==> src/rtl/dma_ctl_regs.sv <==
module dma_ctl_regs #(
  parameter int TX_CH  = 4,
  parameter int RX_CH  = 2,
  parameter int ADDR_W = 10
) (
  input  logic              clk,
  input  logic              rst_n,
  input  logic              reg_wr,
  input  logic [ADDR_W-1:0] reg_addr,
  input  logic [31:0]       reg_wdata,
  output logic [31:0]       reg_rdata,
  input  logic [31:0]       set_err,
  input  logic [31:0]       set_txeob,
  input  logic [31:0]       set_txde,
  input  logic [31:0]       set_rxeob,
  input  logic [31:0]       set_rxde,
  output logic              irq_err,
  output logic              irq_txeob,
  output logic              irq_rxeob,
  output logic              irq_desc
);
  localparam logic [ADDR_W-1:0] A_CFG   = ADDR_W'(10'h180);
  localparam logic [ADDR_W-1:0] A_ERR   = ADDR_W'(10'h181);
  localparam logic [ADDR_W-1:0] A_IEN   = ADDR_W'(10'h182);
  localparam logic [ADDR_W-1:0] A_TXAS  = ADDR_W'(10'h184);
  localparam logic [ADDR_W-1:0] A_TXAR  = ADDR_W'(10'h185);
  localparam logic [ADDR_W-1:0] A_TXEOB = ADDR_W'(10'h186);
  localparam logic [ADDR_W-1:0] A_TXDE  = ADDR_W'(10'h187);
  localparam logic [ADDR_W-1:0] A_RXAS  = ADDR_W'(10'h190);
  localparam logic [ADDR_W-1:0] A_RXAR  = ADDR_W'(10'h191);
  localparam logic [ADDR_W-1:0] A_RXEOB = ADDR_W'(10'h192);
  localparam logic [ADDR_W-1:0] A_RXDE  = ADDR_W'(10'h193);
  localparam int TXP_BASE = 'h1A0;
  localparam int RXP_BASE = 'h1C0;
  localparam int RBS_BASE = 'h1E0;
  localparam logic [31:0] CFG_RST  = 32'h0007_C000;
  localparam logic [31:0] CFG_MASK = 32'h00FF_C087;
  localparam logic [31:0] IEN_MASK = 32'h0000_001F;
  localparam logic [31:0] TXA_MASK = 32'hF000_0000;
  localparam logic [31:0] RXA_MASK = 32'hC000_0000;
  localparam logic [31:0] RBS_MASK = 32'h0000_00FF;

  if (TX_CH < 1 || TX_CH > 32 || RX_CH < 1 || RX_CH > 32) begin : g_bad_cnt
    $error("channel counts must lie in 1..32");
  end

  logic [31:0] cfg_q, err_q, ien_q, txas_q, txar_q, txeob_q, txde_q;
  logic [31:0] rxas_q, rxar_q, rxeob_q, rxde_q;
  logic [31:0] txp_q [TX_CH];
  logic [31:0] rxp_q [RX_CH];
  logic [31:0] rbs_q [RX_CH];

  wire soft_rst = reg_wr && reg_addr == A_CFG && reg_wdata[31];

  function automatic logic [31:0] clr_of(input logic we, input logic [31:0] d);
    return we ? d : 32'h0;
  endfunction

  wire [31:0] clr_err   = clr_of(reg_wr && reg_addr == A_ERR,   reg_wdata);
  wire [31:0] clr_txeob = clr_of(reg_wr && reg_addr == A_TXEOB, reg_wdata);
  wire [31:0] clr_txde  = clr_of(reg_wr && reg_addr == A_TXDE,  reg_wdata);
  wire [31:0] clr_rxeob = clr_of(reg_wr && reg_addr == A_RXEOB, reg_wdata);
  wire [31:0] clr_rxde  = clr_of(reg_wr && reg_addr == A_RXDE,  reg_wdata);

  always_ff @(posedge clk or negedge rst_n) begin
    if (!rst_n) begin
      cfg_q   <= CFG_RST;
      err_q   <= '0;
      ien_q   <= '0;
      txas_q  <= '0;
      txar_q  <= '0;
      txeob_q <= '0;
      txde_q  <= '0;
      rxas_q  <= '0;
      rxar_q  <= '0;
      rxeob_q <= '0;
      rxde_q  <= '0;
    end else if (soft_rst) begin
      cfg_q   <= reg_wdata & CFG_MASK;
      err_q   <= set_err;
      ien_q   <= '0;
      txas_q  <= '0;
      txar_q  <= '0;
      txeob_q <= set_txeob;
      txde_q  <= set_txde;
      rxas_q  <= '0;
      rxar_q  <= '0;
      rxeob_q <= set_rxeob;
      rxde_q  <= set_rxde;
    end else begin
      if (reg_wr && reg_addr == A_CFG)  cfg_q  <= reg_wdata & CFG_MASK;
      if (reg_wr && reg_addr == A_IEN)  ien_q  <= reg_wdata & IEN_MASK;
      if (reg_wr && reg_addr == A_TXAS) txas_q <= reg_wdata & TXA_MASK;
      if (reg_wr && reg_addr == A_TXAR) txar_q <= reg_wdata & TXA_MASK;
      if (reg_wr && reg_addr == A_RXAS) rxas_q <= reg_wdata & RXA_MASK;
      if (reg_wr && reg_addr == A_RXAR) rxar_q <= reg_wdata & RXA_MASK;
      err_q   <= (err_q   & ~clr_err)   | set_err;
      txeob_q <= (txeob_q & ~clr_txeob) | set_txeob;
      txde_q  <= (txde_q  & ~clr_txde)  | set_txde;
      rxeob_q <= (rxeob_q & ~clr_rxeob) | set_rxeob;
      rxde_q  <= (rxde_q  & ~clr_rxde)  | set_rxde;
    end
  end

  for (genvar i = 0; i < TX_CH; i++) begin : g_tx
    localparam logic [ADDR_W-1:0] A_P = ADDR_W'(TXP_BASE + i);
    always_ff @(posedge clk or negedge rst_n) begin
      if (!rst_n) txp_q[i] <= '0;
      else if (reg_wr && reg_addr == A_P) txp_q[i] <= reg_wdata;
    end
  end

  for (genvar i = 0; i < RX_CH; i++) begin : g_rx
    localparam logic [ADDR_W-1:0] A_P = ADDR_W'(RXP_BASE + i);
    localparam logic [ADDR_W-1:0] A_S = ADDR_W'(RBS_BASE + i);
    always_ff @(posedge clk or negedge rst_n) begin
      if (!rst_n) begin
        rxp_q[i] <= '0;
        rbs_q[i] <= '0;
      end else if (reg_wr) begin
        if (reg_addr == A_P) rxp_q[i] <= reg_wdata;
        if (reg_addr == A_S) rbs_q[i] <= reg_wdata & RBS_MASK;
      end
    end
  end

  always_comb begin
    case (reg_addr)
      A_CFG:   reg_rdata = cfg_q;
      A_ERR:   reg_rdata = err_q;
      A_IEN:   reg_rdata = ien_q;
      A_TXAS:  reg_rdata = txas_q;
      A_TXAR:  reg_rdata = txar_q;
      A_TXEOB: reg_rdata = txeob_q;
      A_TXDE:  reg_rdata = txde_q;
      A_RXAS:  reg_rdata = rxas_q;
      A_RXAR:  reg_rdata = rxar_q;
      A_RXEOB: reg_rdata = rxeob_q;
      A_RXDE:  reg_rdata = rxde_q;
      default: reg_rdata = '0;
    endcase
    for (int i = 0; i < TX_CH; i++)
      if (reg_addr == ADDR_W'(TXP_BASE + i)) reg_rdata = txp_q[i];
    for (int i = 0; i < RX_CH; i++) begin
      if (reg_addr == ADDR_W'(RXP_BASE + i)) reg_rdata = rxp_q[i];
      if (reg_addr == ADDR_W'(RBS_BASE + i)) reg_rdata = rbs_q[i];
    end
  end

  assign irq_err   = ien_q[0] & (|err_q);
  assign irq_txeob = ien_q[1] & (|txeob_q);
  assign irq_rxeob = ien_q[2] & (|rxeob_q);
  assign irq_desc  = ien_q[3] & ((|txde_q) | (|rxde_q));
endmodule


==> config.mk <==
export PLATFORM = sky130hd
export DESIGN_NAME = dma_ctl_regs
export DESIGN_NICKNAME = d
export VERILOG_FILES = /design/src/rtl/dma_ctl_regs.sv
export SDC_FILE = /design/constraint.sdc
export NUM_CORES = 1
export LEC_CHECK = 0
export ABC_CLOCK_PERIOD_IN_PS = 2800
export BUFFER_PORTS_ARGS = -buffer_cell sky130_fd_sc_hd__clkbuf_2
export CAP_MARGIN = 10
export CORE_MARGIN = 5
export CORE_UTILIZATION = 45
export CTS_BUF_LIST = sky130_fd_sc_hd__clkbuf_4 sky130_fd_sc_hd__clkbuf_8
export DETAILED_ROUTE_END_ITERATION = 16
export GPL_ROUTABILITY_DRIVEN = 0
export GPL_TIMING_DRIVEN = 0
export PLACE_DENSITY = 0.66
export SLEW_MARGIN = 0
export SYNTH_ARGS = -nofsm -noshare
export SYNTH_HDL_FRONTEND = slang
export SYNTH_SLANG_ARGS = --single-unit
==> constraint.sdc <==
create_clock -name clk -period 2.8 [get_ports clk]
set_clock_uncertainty 0.05 [all_clocks]
set_input_delay 0.28 -clock clk [delete_from_list [all_inputs] [get_ports clk]]
set_output_delay 0.28 -clock clk [all_outputs]
set_load 0.005 [all_outputs]
==> key figures, run 1 <==
Synthesis
  – Main synth FF type: dfrtp_1
  – Post-synthesis sequential area ratio: 0.5106
  – Synth area leader: dfrtp_1
  – Syn_nets: roughly 2.0k
  – Post-Syn Instances: roughly 1.8k
  – Synth top area share: 0.5039
  – Yosys warns: 0
  – Main area contributors after synthesis: dfrtp_1 50%, mux2_2 13%, a31o_2 6.8%
  – EDFF count, synth: 0
  – Post-synthesis register bit count: about 400
  – Syn_area_per_cell: approximately 11 µm²
  – FFs w/ async S/R, synth: 1.000
  – Yosys cell types: 72
  – Cell Area, Synth: ~20000 µm²

Setup path
  – Crit. End Element: primary output
  – Worst-path fanout max: 10
  – Reg2Reg Setup Slack: roughly 1.3 ns
  – Worst setup SP type: primary input
  – CP Class: in2out
  – Reg-to-Reg Start: rxeob_q[14]
  – R2r worst-path depth: 2
  – CP arrival: around 2.6 ns
  – Critical path required time: 2.47 ns
  – Reg2reg end: rxeob_q[14]

Power
  – Clock share of power: 0.454
  – Lkg Pwr: approximately 11 nW
  – Switching Share: 0.2525
  – Peak supply drop: approximately 330 µV
  – Overall power: around 0.013 W
  – Psw: approximately 0.0032 W
  – Combinational share of power: 0.083
  – Sequential Power Share: 0.462
  – Internal power: about 0.0095 W
  – P per Cell Area: a little under 500 nW/µm²

Die
  – Num rows: 76
  – Die Span X: about 220 µm
  – I/O pin total: between 200 and 250
  – Core Area: between 40000 and 50000 µm²
  – Initial Utilization: 0.4542
  – Die area: 47750 µm²
  – Die height: approximately 220 µm

Hold path
  – Hold_sp: reg_wdata[0]
  – Min-Delay Path Class: in2reg
  – Hold Crit Depth: 3
  – Hold path endpoint: txeob_q[0]

STA
  – Crit share post-route: 1.028
  – Max_slew headroom: 0.4107
  – Hold Violations, Final: 0
  – RSZ-0062 raised after global routing: yes
  – Final setup fails: 11
  – Tmin final: ~2.9 ns
  – F_max: 347.5 MHz
  – Slew Viols, Final: 0
  – Final WS setup: -0.07796 ns
  – Slew @ Worst Pin: around 0.88 ns

CTS
  – Root Driver: clkbuf_8
  – CTS clk-pin slew, worst paths: ~0.060 ns
  – CTS tree: done
  – Clock Latency Late Sink: 0.63 ns
  – H-Tree Depth: 3
  – Clock Sinks: between 300 and 400
  – Total CTS buffers: 69
  – Max Buffers Root-to-Sink: 3

Global routing
  – Total GRT Usage: 0.3448
  – GRT overflow: 0
  – Pin count of the biggest net entering global routing: around 110
  – Global-route wire length before repair: between 100 and 150 mm
  – Via count of the first global-routing pass: 19.65k
  – Initial antenna violation count: 2

Drt
  – DR WL/cell: about 28 µm
  – Via/cell ratio: ~6.4
  – Via Count: ~19k
  – DRT Pass-1 Iters: 7
  – DRT iter0 DRCs: between 3k and 4k
  – DRC violations left: 0
  – Total Wirelength: about 84 mm
  – Post-route ant nets: 0

Placed design
  – Input/output buffers: about 240
  – Post-DP HPWL: between 50 and 60 mm
  – Placed cell count: 2602

Outcome
  – Failing checks: negative setup slack
  – Status: complete, but fails checks

Final layout
  – Nets: about 2.6k
  – Ratio of cells with drive above 1 in the final layout: 0.3928
  – Footprint of the multi-input gates: 9213 µm²
  – P&R area growth vs syn: 33.77%
  – Layout filler cell count: about 3.4k
  – Storage cell area: approximately 10000 µm²
  – Finished Layout Cells: around 3k

Flow run
  – Total of max-cap violations: 0
==> layout make-up <==
class	instances	share of cell area
clock inverters	17	0.005737
plain buffers	147	0.03079
inverters	4	0.0007171
clock buffers	108	0.05058
repair buffers	507	0.1503
diodes	2	0.0001912
multi-input cells	1224	0.3520
flip-flops and latches	399	0.3817
well taps	585	0.02797
==> cells by family (layout without fill, tap and decap cells) <==
kind of cell / count (synthesis) / in the layout / synth area share
buffers and inverters: 153 / 783 / 0.03345
muxes: 282 / 282 / 0.1596
and+or+nand+nor: 470 / 470 / 0.1184
DFF: 399 / 399 / 0.5106
other: 0 / 2 / 0
AOI/OAI and AO/OA: 472 / 472 / 0.1778
==> metrics by stage <==
| stage | hold WS, ns | setup TNS, ns | setup WS [ns] | area (µm²) | util |
|---|---|---|---|---|---|
| after floorplan | -0.06559 | 0 | 0.4424 | 19570 | - |
| after global placement | 0.4214 | -3014.61 | -7.511 | 21480 | 0.4987 |
| after detailed placement | 0.2221 | -60.71 | -1.177 | 21600 | 0.5015 |
| after CTS | 0.001218 | 0 | 0.002947 | 25830 | 0.5997 |
| after global routing | 0.004980 | -0.1219 | -0.05544 | 26170 | 0.6074 |
| final | 0.01121 | -0.3305 | -0.07796 | 26170 | 0.6076 |
==> flip-flops by register name, indices dropped and copies added, names as in the netlist, 5 cells and up <==
name	cells
txeob_q	32
rxde_q	32
rbs_q	16
rxp_q	64
err_q	32
ien_q	5
txde_q	32
rxeob_q	32
txp_q	128
cfg_q	14
==> critical path: stages <==
cell and delay (ns):
clkbuf_2 0.21, buf_4 0.25, buf_4 0.30, clkbuf_4 0.35
mux2i_1 0.33, o22ai_1 0.15, o2bb2ai_1 0.27, nand2_1 0.12
o2bb2ai_1 0.13, clkbuf_2 0.13
==> worst max-delay path by stage <==
stage,end,start,slack (ns),depth (start not counted)
global placement,rxeob_q[20],rst_n,-7.51,1
floorplan,reg_rdata[29],reg_addr[2],0.44,8
CTS,reg_rdata[4],reg_addr[9],0.003,9
global route,reg_rdata[5],reg_addr[9],-0.06,9
detailed placement,reg_rdata[17],reg_addr[9],-1.18,10
finish,reg_rdata[6],reg_addr[0],-0.08,10
==> power by group through the flow <==
stage	clock, W	combinational, W	sequential, W
2_1_floorplan	0	0.000274	0.00595
3_3_place_gp	0	0.000757	0.00596
3_5_place_dp	0	0.000786	0.00595
4_1_cts	0.00575	0.000998	0.00585
5_1_grt	0.00602	0.00110	0.00585
6_report	0.00575	0.00105	0.00585
==> cell usage after synthesis (all sizes together), types with 6 or more instances <==
cell type,instances
a221oi,12
o21ai,91
o211ai,8
a221o,12
nor2,76
nand3,29
o22a,6
o2bb2ai,6
o22ai,20
or3,6
o21a,8
mux2,230
a31o,156
nand2,234
mux2i,51
a211oi,6
buf,56
a22o,11
nor3,17
nor4,46
a22oi,46
a21o,11
nand4,15
clkbuf,93
a21oi,48
dfrtp,394
==> cell usage in the layout, fill, tap and decap left out, types with 6 or more instances in the layout <==
cell type        n
o211ai_1         8
buf_2           32
nor4_1          44
dlygate4sd3_1  219
nand2_1        230
mux2_2         221
dfrtp_1        394
nor2_2           7
mux2i_1         51
o21ai_0         77
buf_6            7
o21ai_1         10
buf_4           62
clkinv_2        10
a31o_2         153
o2bb2ai_1        6
a221o_1         12
o21a_1           8
nand4_1         15
o22ai_1         20
o22a_1           6
a21o_1          11
clkbuf_4        34
mux2_1           9
a22oi_1         46
buf_12           7
clkbuf_1        60
nor2_1          64
a221oi_1         8
nand3_1         23
clkbuf_8        85
nor3_4          10
a22o_1          11
a21oi_1         46
clkbuf_2       246
==> layer usage <==
layer | up-vias | share of wire | routed length (µm) | track usage
met2 | 1444 | 0.45 | 38030 | 0.5330
li1 | 7800 | - | - | -
met1 | 9633 | 0.37 | 31110 | 0.4477
met3 | 359 | 0.12 | 10360 | 0.1014
met4 | 4 | 0.058 | 4919 | 0.1637
met5 | - | 0.00032 | 27 | 0
==> repair_timing <==
action,CTS,global route
setup buffers,21,26
endpoints found under the hold margin,212,0
pin swaps,8,15
hold buffers,219,0
setup endpoints to repair,37,82
resized for setup,121,61
No activity file was read; power rests on OpenSTA's default activity.
==> run 2: changes to the inputs <==
--- a/config.mk
+++ b/config.mk
@@ -8,13 +8,14 @@
 export ABC_CLOCK_PERIOD_IN_PS = 2800
 export BUFFER_PORTS_ARGS = -buffer_cell sky130_fd_sc_hd__clkbuf_2
 export CAP_MARGIN = 10
+export CORE_ASPECT_RATIO = 0.8
 export CORE_MARGIN = 5
-export CORE_UTILIZATION = 45
+export CORE_UTILIZATION = 33
 export CTS_BUF_LIST = sky130_fd_sc_hd__clkbuf_4 sky130_fd_sc_hd__clkbuf_8
 export DETAILED_ROUTE_END_ITERATION = 16
 export GPL_ROUTABILITY_DRIVEN = 0
 export GPL_TIMING_DRIVEN = 0
-export PLACE_DENSITY = 0.66
+export PLACE_DENSITY = 0.52
 export SLEW_MARGIN = 0
 export SYNTH_ARGS = -nofsm -noshare
 export SYNTH_HDL_FRONTEND = slang
==> run 2 against run 1 <==
Effect of this change: the flow still finishes with violations (negative setup slack); clock-buffer cell count rose by 8; worst hold slack improved by 0.036 ns; non-clock buffer count increased by 18; first-iteration DRC count fell by 32%; final cell count grew 6.7%; global-route usage down 7.5 points; clock power increased by 2%; cell area is 3.0% higher; die area grew 35%; routed wire length rose by 6.9%; sequential power about the same; largest power group unchanged.
==> key figures, run 2 (synthesis gave the netlist of run 1 again) <==
Final layout
  – Largest register FFs: ~130
  – Finished Layout Cells: approximately 3.2k
  – Nets: 2579
  – Post-layout util: 0.4613
  – Commonest non-fill, non-tap cells in the layout: 394 x dfrtp_1, 237 x clkbuf_2, 230 x nand2_1
  – Design area: 26950 µm²
  – P&R area growth vs syn: 37.74%
  – Commonest non-fill, non-tap cell in the layout: dfrtp_1
  – Ratio of cells with drive above 1 in the final layout: 0.4115
  – Top reg by flops: txp_q
  – Top flop regs: txp_q: 128 flops, rxp_q: 64 flops

Power
  – Psw: approximately 0.0033 W
  – Overall power: ~0.013 W
  – Sequential Power Share: 0.457
  – Internal power: around 0.0095 W
  – Switching Share: 0.2559
  – Combinational share of power: 0.086
  – Clock share of power: 0.456
  – Peak supply drop: around 280 µV
  – P per Cell Area: roughly 470 nW/µm²
  – Lkg Pwr: between 10 and 15 nW

Drt
  – Via Count: 18.75k
  – DRT iter0 DRCs: between 2k and 2.5k
  – Via/cell ratio: slightly below 6
  – DRT Pass-1 Iters: 7
  – Post-route ant nets: 0
  – DRC violations left: 0
  – DR WL/cell: 28.24 µm
  – Total Wirelength: between 90 and 100 mm

STA
  – Final setup fails: 2
  – Tmin final: between 2 and 3 ns
  – F_max: ~350 MHz
  – Hold Violations, Final: 0
  – Final WS setup: -0.03469 ns
  – RSZ-0062 raised after global routing: yes
  – Slew Viols, Final: 0
  – Max_slew headroom: 0.3774
  – Slew @ Worst Pin: about 0.93 ns
  – Crit share post-route: 1.012

Placed design
  – Post-DP HPWL: roughly 64 mm
  – Placed Area: 21800 µm²
  – Placed cell count: between 2k and 3k
  – Pre-CTS setup slack: -1.215 ns
  – Input/output buffers: 237

Setup path
  – Crit-path cells: mux4_2 -> o2bb2ai_2 -> a211oi_2 -> a21oi_2 -> a211o_1 -> clkbuf_2
  – CP max stage delay: roughly 0.5 ns
  – Worst setup SP type: flop
  – Reg-to-Reg Start: err_q[30]
  – Critical path required time: approximately 2.5 ns
  – Worst-path fanout max: 3
  – CP Class: reg2out
  – Crit. End Element: primary output
  – CP endpoint: reg_rdata[28]
  – Worst path slowest cell: mux4_2
  – Reg2Reg Setup Slack: between 1 and 1.5 ns
  – CP arrival: 2.50 ns
  – R2r worst-path depth: 3
  – Reg2reg end: err_q[30]
  – Crit path from: txde_q[28]

CTS
  – CTS clk-pin slew, worst paths: ~0.06 ns
  – CTS tree: done
  – Total CTS buffers: 73
  – H-Tree Depth: 3
  – Clock Latency Late Sink: between 0.6 and 0.7 ns
  – Clock Sinks: around 400
  – Max Buffers Root-to-Sink: 3
  – Root Driver: clkbuf_8

Die
  – Core Area: 58420 µm²
  – Die Span X: 282.2 µm
  – Die area: approximately 64000 µm²
  – Initial Utilization: 0.3349
  – Die height: approximately 230 µm
  – I/O pin total: 241
  – Num rows: 79

Global routing
  – Pin count of the biggest net entering global routing: about 120
  – Initial antenna violation count: 2
  – Via count of the first global-routing pass: between 15k and 20k
  – Total GRT Usage: 0.2699
  – Global-route wire length before repair: 129.2 mm
  – GRT overflow: 0

Outcome
  – Failing checks: negative setup slack
  – Status: complete, but fails checks

Flow run
  – Total of max-cap violations: 0

Hold path
  – Hold_sp: reg_wdata[30]
  – Min-Delay Path Class: in2reg
-- run 2: changes by cell type in the layout (fill, tap and decap cells not counted), moves of 5 or more --
| cell | before | now |
|---|---|---|
| clkbuf_2 | 246 | 237 |
| dlygate4sd3_1 | 219 | 228 |
| buf_6 | 7 | 12 |
| o21ai_0 | 77 | 69 |
| o21ai_2 | 4 | 12 |
| a21oi_1 | 46 | 41 |
| clkbuf_8 | 85 | 96 |
-- run 2: stage by stage --
stage                     setup TNS [ns]  hold slack, ns
after CTS                        -0.1196        0.009090
after detailed placement          -83.05          0.2759
after global placement          -3153.04          0.4233
after global routing             -0.1024         0.03473
after floorplan                        0        -0.06559
final                           -0.06623         0.04729
-- run 2: metal layers --
metal	wire length, µm	track usage	vias to the layer above
met3	9018	0.07220	211
met4	3231	0.08737	0
met5	0	0	-
li1	-	-	7837
met1	37940	0.3725	9596
met2	40050	0.4153	1106
-- run 2: power groups by stage --
stage | Sequential (W) | Clock [W] | Combinational [W]
2_1_floorplan | 0.00595 | 0 | 0.000274
3_3_place_gp | 0.00596 | 0 | 0.000783
3_5_place_dp | 0.00595 | 0 | 0.000808
4_1_cts | 0.00585 | 0.00592 | 0.00106
5_1_grt | 0.00585 | 0.00617 | 0.00116
6_report | 0.00585 | 0.00584 | 0.00110
-- run 2: timing repair --
action | in CTS | in global routing
hold buffers | 228 | 0
setup buffers | 30 | 27
gates resized for setup | 171 | 111
pin swaps | 26 | 30
endpoints found under the hold margin | 230 | 0
setup endpoints to repair | 38 | 68
-- run 2: worst min-delay path by stage --
| stage | to | slack (ns) | depth (start not counted) |
|---|---|---|---|
| 2_1_floorplan | cfg_q[0] | -0.07 | 0 |
| 6_report | txde_q[30] | 0.05 | 3 |
| 5_1_grt | txde_q[30] | 0.03 | 3 |
| 3_3_place_gp | rxde_q[25] | 0.42 | 2 |
| 4_1_cts | txde_q[30] | 0.009 | 3 |
| 3_5_place_dp | txde_q[5] | 0.28 | 1 |
-- run 2: area by class of cell --
type                            count  area, µm²
Buffer                            147      899.6
Tap cell                          769      962.2
Inverter                            4      18.77
Clock inverter                     10      57.56
Sequential cell                   399       9991
Multi-Input combinational cell   1224       9490
Clock buffer                      116       1440
Timing Repair Buffer              525       4086
Fill cell                        5370      31470
Antenna cell                        1      2.502
-- run 2: critical path: cells and delay by family (launching register included) --
kind	cells	cell delay, ns
AO/OA/AOI/OAI	4	0.79
buffers and inverters	1	0.15
flip-flops	1	0.41
multiplexers	1	0.49
